==> config.mk <==
export PLATFORM = sky130hd
export DESIGN_NAME = freq_acq_seq
export DESIGN_NICKNAME = d
export VERILOG_FILES = /design/src/rtl/fas_pkg.sv /design/src/rtl/fas_err_cmp.sv /design/src/rtl/fas_step_sched.sv /design/src/rtl/freq_acq_seq.sv
export SDC_FILE = /design/constraint.sdc
export NUM_CORES = 1
export LEC_CHECK = 0
export BUFFER_PORTS_ARGS = -buffer_cell sky130_fd_sc_hd__buf_2
export CAP_MARGIN = 40
export CORE_MARGIN = 1
export CORE_UTILIZATION = 55
export DETAILED_ROUTE_END_ITERATION = 8
export PLACE_DENSITY = 0.72
export RECOVER_POWER = 100
export SLEW_MARGIN = 20
export SYNTH_ARGS = -nofsm -noshare
export SYNTH_HDL_FRONTEND = slang
export SYNTH_SLANG_ARGS = --single-unit
==> constraint.sdc <==
create_clock -name clk -period 14.88 [get_ports clk]
set_input_delay 1.488 -clock clk [delete_from_list [all_inputs] [get_ports clk]]
set_output_delay 1.488 -clock clk [all_outputs]
set_load 0.005 [all_outputs]
==> src/rtl/fas_pkg.sv <==
package fas_pkg;
  typedef enum logic {ST_ACQ = 1'b0, ST_LOCK = 1'b1} fas_state_e;

  localparam int unsigned LOCK_PPM   = 250;
  localparam int unsigned UNLOCK_PPM = 1000;

  // true when gap exceeds ppm parts per million of base
  function automatic logic ppm_above(input logic [31:0] gap,
                                     input logic [31:0] base,
                                     input logic [31:0] ppm);
    return (64'(gap) * 64'd1000000) > (64'(base) * 64'(ppm));
  endfunction
endpackage

==> src/rtl/fas_err_cmp.sv <==
module fas_err_cmp import fas_pkg::*; #(
  parameter int CNT_W  = 16,
  parameter int CPPM_W = 20
) (
  input  logic [CNT_W-1:0]  osc_cnt,
  input  logic [CNT_W-1:0]  ref_cnt,
  input  logic [CPPM_W-1:0] coarse_ppm,
  output logic              osc_slow,
  output logic              in_band,
  output logic              past_unlock,
  output logic              below_coarse
);
  logic [CNT_W-1:0] gap;

  always_comb begin
    gap          = (osc_cnt >= ref_cnt) ? osc_cnt - ref_cnt : ref_cnt - osc_cnt;
    osc_slow     = osc_cnt < ref_cnt;
    in_band      = !ppm_above(32'(gap), 32'(ref_cnt), LOCK_PPM);
    past_unlock  = ppm_above(32'(gap), 32'(ref_cnt), UNLOCK_PPM);
    below_coarse = !ppm_above(32'(gap), 32'(ref_cnt), 32'(coarse_ppm));
  end
endmodule

==> src/rtl/fas_step_sched.sv <==
module fas_step_sched #(
  parameter int TUNE_W    = 12,
  parameter int INIT_STEP = 256
) (
  input  logic              clk,
  input  logic              rst,
  input  logic              restart,
  input  logic              shrink,
  output logic [TUNE_W-1:0] step_q
);
  localparam logic [TUNE_W-1:0] STEP_RST = TUNE_W'(INIT_STEP);

  always_ff @(posedge clk) begin
    if (rst || restart)
      step_q <= STEP_RST;
    else if (shrink && step_q > TUNE_W'(1))
      step_q <= step_q >> 1;
  end
endmodule

==> src/rtl/freq_acq_seq.sv <==
module freq_acq_seq #(
  parameter int CNT_W     = 16,
  parameter int TUNE_W    = 12,
  parameter int INIT_STEP = 256,
  parameter int CPPM_W    = 20
) (
  input  logic              clk,
  input  logic              rst,
  input  logic              win_valid,
  input  logic [CNT_W-1:0]  osc_cnt,
  input  logic [CNT_W-1:0]  ref_cnt,
  input  logic [CPPM_W-1:0] coarse_ppm,
  output logic [TUNE_W-1:0] tune_word,
  output logic              lol,
  output logic              phase_en
);
  import fas_pkg::*;

  fas_state_e        state_q;
  logic [TUNE_W-1:0] last_step;
  logic [TUNE_W-1:0] step_q;
  logic [TUNE_W:0]   sum_w;
  logic osc_slow, in_band, past_unlock, below_coarse;
  logic ev_lock, ev_unlock, ev_rise, ev_back, ev_wrap, ev_restart, ev_shrink;

  fas_err_cmp #(.CNT_W(CNT_W), .CPPM_W(CPPM_W)) u_cmp (
    .osc_cnt(osc_cnt), .ref_cnt(ref_cnt), .coarse_ppm(coarse_ppm),
    .osc_slow(osc_slow), .in_band(in_band), .past_unlock(past_unlock),
    .below_coarse(below_coarse)
  );

  fas_step_sched #(.TUNE_W(TUNE_W), .INIT_STEP(INIT_STEP)) u_step (
    .clk(clk), .rst(rst), .restart(ev_restart), .shrink(ev_shrink), .step_q(step_q)
  );

  // named window events
  always_comb begin
    sum_w      = {1'b0, tune_word} + {1'b0, step_q};
    ev_lock    = win_valid && state_q == ST_ACQ && in_band;
    ev_unlock  = win_valid && state_q == ST_LOCK && past_unlock;
    ev_wrap    = win_valid && state_q == ST_ACQ && !in_band && osc_slow && sum_w[TUNE_W];
    ev_rise    = win_valid && state_q == ST_ACQ && !in_band && osc_slow && !sum_w[TUNE_W];
    ev_back    = win_valid && state_q == ST_ACQ && !in_band && !osc_slow;
    ev_restart = ev_unlock || ev_wrap;
    ev_shrink  = (ev_rise && below_coarse) || ev_back;
  end

  always_ff @(posedge clk) begin
    if (rst) begin
      state_q   <= ST_ACQ;
      phase_en  <= 1'b0;
      tune_word <= '0;
      last_step <= '0;
    end else begin
      if (ev_lock) begin
        state_q  <= ST_LOCK;
        phase_en <= 1'b1;
      end
      if (ev_unlock) begin
        state_q  <= ST_ACQ;
        phase_en <= 1'b0;
      end
      if (ev_restart) begin
        tune_word <= '0;
        last_step <= '0;
      end else if (ev_rise) begin
        tune_word <= sum_w[TUNE_W-1:0];
        last_step <= step_q;
      end else if (ev_back) begin
        tune_word <= (tune_word >= last_step) ? tune_word - last_step : '0;
        last_step <= '0;
      end
    end
  end

  assign lol = (state_q == ST_ACQ);
endmodule

==> metrics.yaml, run 1 <==
routing:
  first_pass_iters: 8
  wirelength_um: 55940
  drcViolationCount: 0
  drt_iter0_markers: 922
  wl_per_cell_um: 18.44
  vias: 17550
  vias_per_cell: 5.783
  drtAntennaViolNets: 0
setup_path:
  required_ns: 15.02
  startpoint_type: "primary input"
  crit_type: "in2reg"
  endpoint_kind: "flip-flop"
  crit_top_cell: "inv_1"
  worstPathMaxFanout: 28
  arrival_ns: 13.46
  slowest_stage: "clkbuf_1"
  cpPeakStageDelay_ns: 1.04
floorplan:
  core_area_um2: 38830
  initial_core_util_pct: 56.00
  ios: 69
  die_area_um2: 40330
  die_y_um: 200.8
  die_x_um: 200.8
  core.rowCount: 72
timing:
  finalHoldViolCount: 0
  post-route-min-period_ns: 13.32
  fin_setup_tns_ns: 0
  period_share_pct: 89.55
  maxSlewViolCount: 0
  setup_viol: 0
  fmax_ghz: 0.07505
  rsz0062_at_grt: "no"
  slew_headroom_pct: 2.272
  worstMarginPinSlew_ns: 1.466
  fin_skew_ns: 0.004775
logic_synthesis:
  syn_inst: 2502
  synth-async-reset-ratio_pct: 0
  synth_seq_cells: 31
  synth_enable_flop_cells: 0
  yosysTopAreaCell: "fa_1"
  syn_avg_cell_area_um2: 8.690
  ys_warn_count: 0
  synth_area_leaders: "fa_1 33%, ha_1 22%, inv_1 8.0%, nand2_1 4.9%, and2_1 3.0%"
  netlist_area_um2: 21740
  synth_flop_cell: "dfxtp_1"
  synth_cell_types: 76
  yosysSeqAreaShare_pct: 2.854
  synth_top_area_share_pct: 33.15
  syn_nets: 3298
clock_network:
  cts.path.max_buffers: 2
  hold_buffers: 0
  numCtsBuffers: 5
  cts_tree: "done"
  cts_setup_buffers: 0
  cts_resized: 0
  cts_root_buffer: "clkbuf_16"
  clkSinkCount: 31
  insertion_delay_ns: 0.27
  htreeDepth: 2
  clk_pin_slew_ns: 0.05
final_layout:
  fin_nets: 3312
  fin_util_pct: 58.38
  n_antenna_cell: 0
  synthToLayoutAreaGrowth_pct: 4.258
  drive_gt1_share_pct: 4.650
global_routing:
  grt_start_max_net_pins: 31
  antenna_found_initial: 0
  first_global_vias: 18500
  grt_pass1_wl_um: 94530
  grt_overflow_total: 0
  grt_usage_pct: 28.79
placed_design:
  io_buffers: 68
  dp_hpwl_um: 46750
  gp_congestion: 0.9678
outcome:
  status: "finished clean"
job:
  maxCapViolations: 0
min_path:
  min_path_type: "reg2reg"
## critical path: cells and delay by family
| kind | cells | cell delay [ns] |
|---|---|---|
| AO/OA/AOI/OAI | 9 | 2.80 |
| XOR/XNOR | 1 | 0.66 |
| adder cells (fa/ha/maj) | 10 | 4.09 |
| buffers and inverters | 8 | 1.80 |
| multiplexers | 1 | 0.24 |
| AND/OR/NAND/NOR | 13 | 2.36 |
## per-stage QoR
step                      hold slack (ns)  area (um2)  cells  setup WS (ns)
after floorplan                    0.4654       21740   2502          3.952
after global routing               0.5219       22670   3034         0.9009
after detailed placement           0.4835       22520   3024          1.755
after global placement             0.4784       22480   3017          1.989
after CTS                          0.4995       22680   3031          2.013
final                              0.4998       22670   3034          1.555
## flip-flops by register name, summed over array words and instances, names as in the netlist
name and count:
tune_word 12, last_step 9, u_step.step_q 9, state_q 1
## synthesized netlist by cell type (all sizes together) (5+ instances only)
| library cell | number |
|---|---|
| nand3b | 5 |
| a311oi | 5 |
| ha | 381 |
| inv | 466 |
| o21ai | 58 |
| mux2i | 18 |
| xor2 | 35 |
| o41ai | 5 |
| nor3 | 28 |
| nor2b | 21 |
| a21oi | 108 |
| or2 | 5 |
| a31oi | 16 |
| xnor2 | 65 |
| nand2 | 285 |
| a2111oi | 6 |
| nand2b | 18 |
| a221oi | 9 |
| nor2 | 89 |
| a211oi | 16 |
| a22oi | 13 |
| a211o | 5 |
| buf | 15 |
| o211ai | 9 |
| nand4 | 23 |
| o31ai | 6 |
| and3 | 9 |
| a21o | 79 |
| dfxtp | 31 |
| nor4 | 7 |
| and2 | 105 |
| a21boi | 13 |
| fa | 360 |
| or3 | 8 |
| o21a | 15 |
| clkbuf | 66 |
| nand3 | 36 |
| o21bai | 16 |
## final timing paths
check	from	end	slack [ns]	cells after the start
max	ref_cnt[0]	u_step.step_q[5]$_SDFFE_PP0P_	1.56	42
max reg2reg	u_step.step_q[2]$_SDFFE_PP0P_	tune_word[5]$_SDFFE_PP0P_	11.19	14
min	last_step[3]$_SDFFE_PP0P_	last_step[3]$_SDFFE_PP0P_	0.50	2
min reg2reg	last_step[3]$_SDFFE_PP0P_	last_step[3]$_SDFFE_PP0P_	0.50	2
## routing by layer
| metal | share of wire [%] | wire length, um | GRT usage, % | vias to the layer above |
|---|---|---|---|---|
| met5 | 0 | 0 | 0 | - |
| li1 | - | - | - | 8158 |
| met4 | 1.7 | 928 | 5.125 | 0 |
| met2 | 49 | 27240 | 49.81 | 450 |
| met1 | 45 | 25280 | 39.93 | 8877 |
| met3 | 4.5 | 2493 | 2.110 | 61 |
## placed cells by master (no fill, tap or decap), types with 5 or more instances in the layout
cell type  Yosys  layout
o21a_1        15      15
o21ai_0       56      56
buf_2         10      65
a22oi_1       13      13
a211o_1        5       5
nand2b_1      18      18
fa_1         360     360
nand3b_1       5       5
nor2_1        89      89
or2_2          5       5
buf_4          2      14
nor2b_1       21      21
nand4_1       23      23
nand2_1      283     283
o31ai_1        6       6
or3_1          8       8
o211ai_1       9       9
dfxtp_1       31      31
clkbuf_1      66       7
nor3_1        24      28
nor4_1         6       6
xnor2_1       65      65
a221oi_1       5       6
a2111oi_0      6       6
ha_1         381     381
clkbuf_16      0       5
mux2i_1       18      18
a21oi_1      108     108
and2_1       105     105
xor2_1        35      35
a31oi_1       15      15
nand3_1       36      36
a21o_1        79      79
inv_1        465     465
and3_1         9       9
a21boi_0      13      13
a211oi_1      11      14
o21bai_1      16      16
## cell type report
type	count	area (um2)
multi-input combinational	1924	19000
sequential	31	620.6
timing repair buffer	88	488.0
inverter	466	1749
clock inverter	1	30.03
fill	3469	16160
tap	518	648.1
clock buffer	6	128.9
## logic make-up after synthesis
group	after synthesis	synth area share (%)
buffers and inverters	547	9.604
adders and majority gates	741	55.07
and+or+nand+nor	648	14.33
AOI/OAI and AO/OA	413	13.08
muxes	22	1.036
xor gates and xnor gates	100	4.028
DFF	31	2.854
Power of run 1 is left out: the tool's default activity adds up to more than one toggle a clock period on the data nets, which glitch-free logic cannot reach.
==> inputs of run 2 (changes only) <==
--- a/config.mk
+++ b/config.mk
@@ -15,4 +15,5 @@
 export SLEW_MARGIN = 20
 export SYNTH_ARGS = -nofsm -noshare
 export SYNTH_HDL_FRONTEND = slang
+export SYNTH_HIERARCHICAL = 1
 export SYNTH_SLANG_ARGS = --single-unit
==> metrics.yaml, run 2 <==
clock_network:
  cts_setup_buffers: 0
  numCtsBuffers: 5
  clkSinkCount: 34
  cts.path.max_buffers: 2
  cts_tree: "done"
  cts_resized: 0
  clk_pin_slew_ns: 0.05
  cts_root_buffer: "clkbuf_16"
  insertion_delay_ns: 0.27
  htreeDepth: 2
  hold_buffers: 0
routing:
  drtAntennaViolNets: 0
  wirelength_um: 54610
  vias: 17230
  vias_per_cell: 5.707
  wl_per_cell_um: 18.08
  drcViolationCount: 0
  first_pass_iters: 5
  drt_iter0_markers: 897
placed_design:
  gp_congestion: 0.9362
  io_buffers: 68
  dp_hpwl_um: 45580
timing:
  fmax_ghz: 0.07540
  finalHoldViolCount: 0
  post-route-min-period_ns: 13.26
  period_share_pct: 89.13
  setup_viol: 0
  rsz0062_at_grt: "no"
  slew_headroom_pct: 17.96
  maxSlewViolCount: 0
  worstMarginPinSlew_ns: 1.231
  fin_setup_tns_ns: 0
  fin_skew_ns: 0.002314
global_routing:
  grt_usage_pct: 27.70
  first_global_vias: 18390
  grt_start_max_net_pins: 29
  grt_overflow_total: 0
  grt_pass1_wl_um: 91860
  antenna_found_initial: 0
logic_synthesis:
  synth-async-reset-ratio_pct: 0
  synth_flop_cell: "dfxtp_1"
  ys_top_cells_by_count: "432 x inv_1, 388 x ha_1, 360 x fa_1"
  synth_area_leaders: "fa_1 33%, ha_1 22%, inv_1 7.4%, nand2_1 5.0%, dfxtp_1 3.1%"
  synth_seq_cells: 34
  syn_inst: 2492
  netlist_area_um2: 22010
  synth_enable_flop_cells: 0
  yosysSeqAreaShare_pct: 3.093
  synth_most_common_cell: "inv_1"
  syn_avg_cell_area_um2: 8.831
  synth_cell_types: 94
  synth_top_area_share_pct: 32.75
  yosysTopAreaCell: "fa_1"
  ys_warn_count: 6
final_layout:
  fin_nets: 3305
  top_regs: "last_step: 12 flops, tune_word: 12 flops, u_step/step_q: 9 flops"
  num-fill-cells: 3515
  layout_common_cells: "432 x inv_1, 388 x ha_1, 360 x fa_1, 293 x nand2_1, 125 x a21oi_1"
  n_antenna_cell: 0
  final_common_cell: "inv_1"
  synthToLayoutAreaGrowth_pct: 4.020
  drive_gt1_share_pct: 5.316
floorplan:
  initial_core_util_pct: 56.29
  die_area_um2: 40810
  die_x_um: 202.0
  core_area_um2: 39100
  ios: 69
  core.rowCount: 72
  die_y_um: 202.0
setup_path:
  required_ns: 15.03
  crit_type: "in2reg"
  slowest_stage: "clkbuf_1"
  endpoint_kind: "flip-flop"
  startpoint_type: "primary input"
  cpPeakStageDelay_ns: 0.91
  worstPathMaxFanout: 28
  arrival_ns: 13.41
min_path:
  min_path_type: "reg2reg"
outcome:
  status: "finished clean"
job:
  maxCapViolations: 0
## run 2: changes by cell type after synthesis, sizes merged, moves of 8 or more
cell,before,now
a22oi,13,0
nor2,89,67
nand2,285,293
buf,15,23
xnor2,65,76
a31oi,16,8
inv,466,434
a21oi,108,126
a21boi,13,5
## run 2: layer usage
layer	track usage [%]	part of all wire, %
met2	46.94	48
met4	6.250	2.0
met5	0	0
met3	3.628	5.3
met1	37.61	44
## run 2: kinds of logic after synthesis
family | count (synthesis) | share of synthesized area, %
fa+ha+maj | 750 | 54.91
simple gates | 655 | 14.65
buf+inv | 519 | 9.222
compound gates | 392 | 12.11
xor+xnor | 111 | 4.486
flops | 34 | 3.093
mux | 30 | 1.518
other cells | 1 | 0.01704
## run 2: final timing paths
check,start,slack (ns),cells after the start,end
setup / recovery,ref_cnt[1],1.62,41,u_step/step_q[1]$_SDFFE_PP0P_
hold / removal,last_step[9]$_SDFFE_PP0P_,0.47,2,last_step[9]$_SDFFE_PP0P_
setup reg to reg,tune_word[0]$_SDFFE_PP0P_,11.04,11,u_step/step_q[1]$_SDFFE_PP0P_
hold reg to reg,last_step[9]$_SDFFE_PP0P_,0.47,2,last_step[9]$_SDFFE_PP0P_
## run 2: stage by stage
stage	cells	hold WS [ns]	area (um2)	utilization [%]	setup slack (ns)
6_report	3020	0.4655	22890	58.55	1.617
3_5_place_dp	3011	0.4594	22720	58.12	1.933
5_1_grt	3020	0.4969	22890	58.55	0.8004
4_1_cts	3018	0.4663	22890	58.55	2.179
2_1_floorplan	2494	0.4479	22010	-	3.512
3_3_place_gp	3011	0.4566	22720	58.12	2.336
## run 2: critical path, delay by kind of cell
kind            cells  cell delay, ns
fa+ha+maj           9            3.57
simple gates       13            2.35
compound gates      7            1.95
buf+inv             7            1.90
mux                 3            1.18
xor+xnor            2            0.93
## run 2: final cells by class
cell class / count / area [um2] / share of cell area (%)
multi-input cells: 1941 / 19290 / 84.28
clock buffers: 6 / 138.9 / 0.6067
clock inverters: 1 / 30.03 / 0.1312
repair buffers: 86 / 469.2 / 2.050
well taps: 518 / 648.1 / 2.831
flip-flops and latches: 34 / 680.7 / 2.973
inverters: 434 / 1632 / 7.128
Power of run 2 is left out for the same reason.
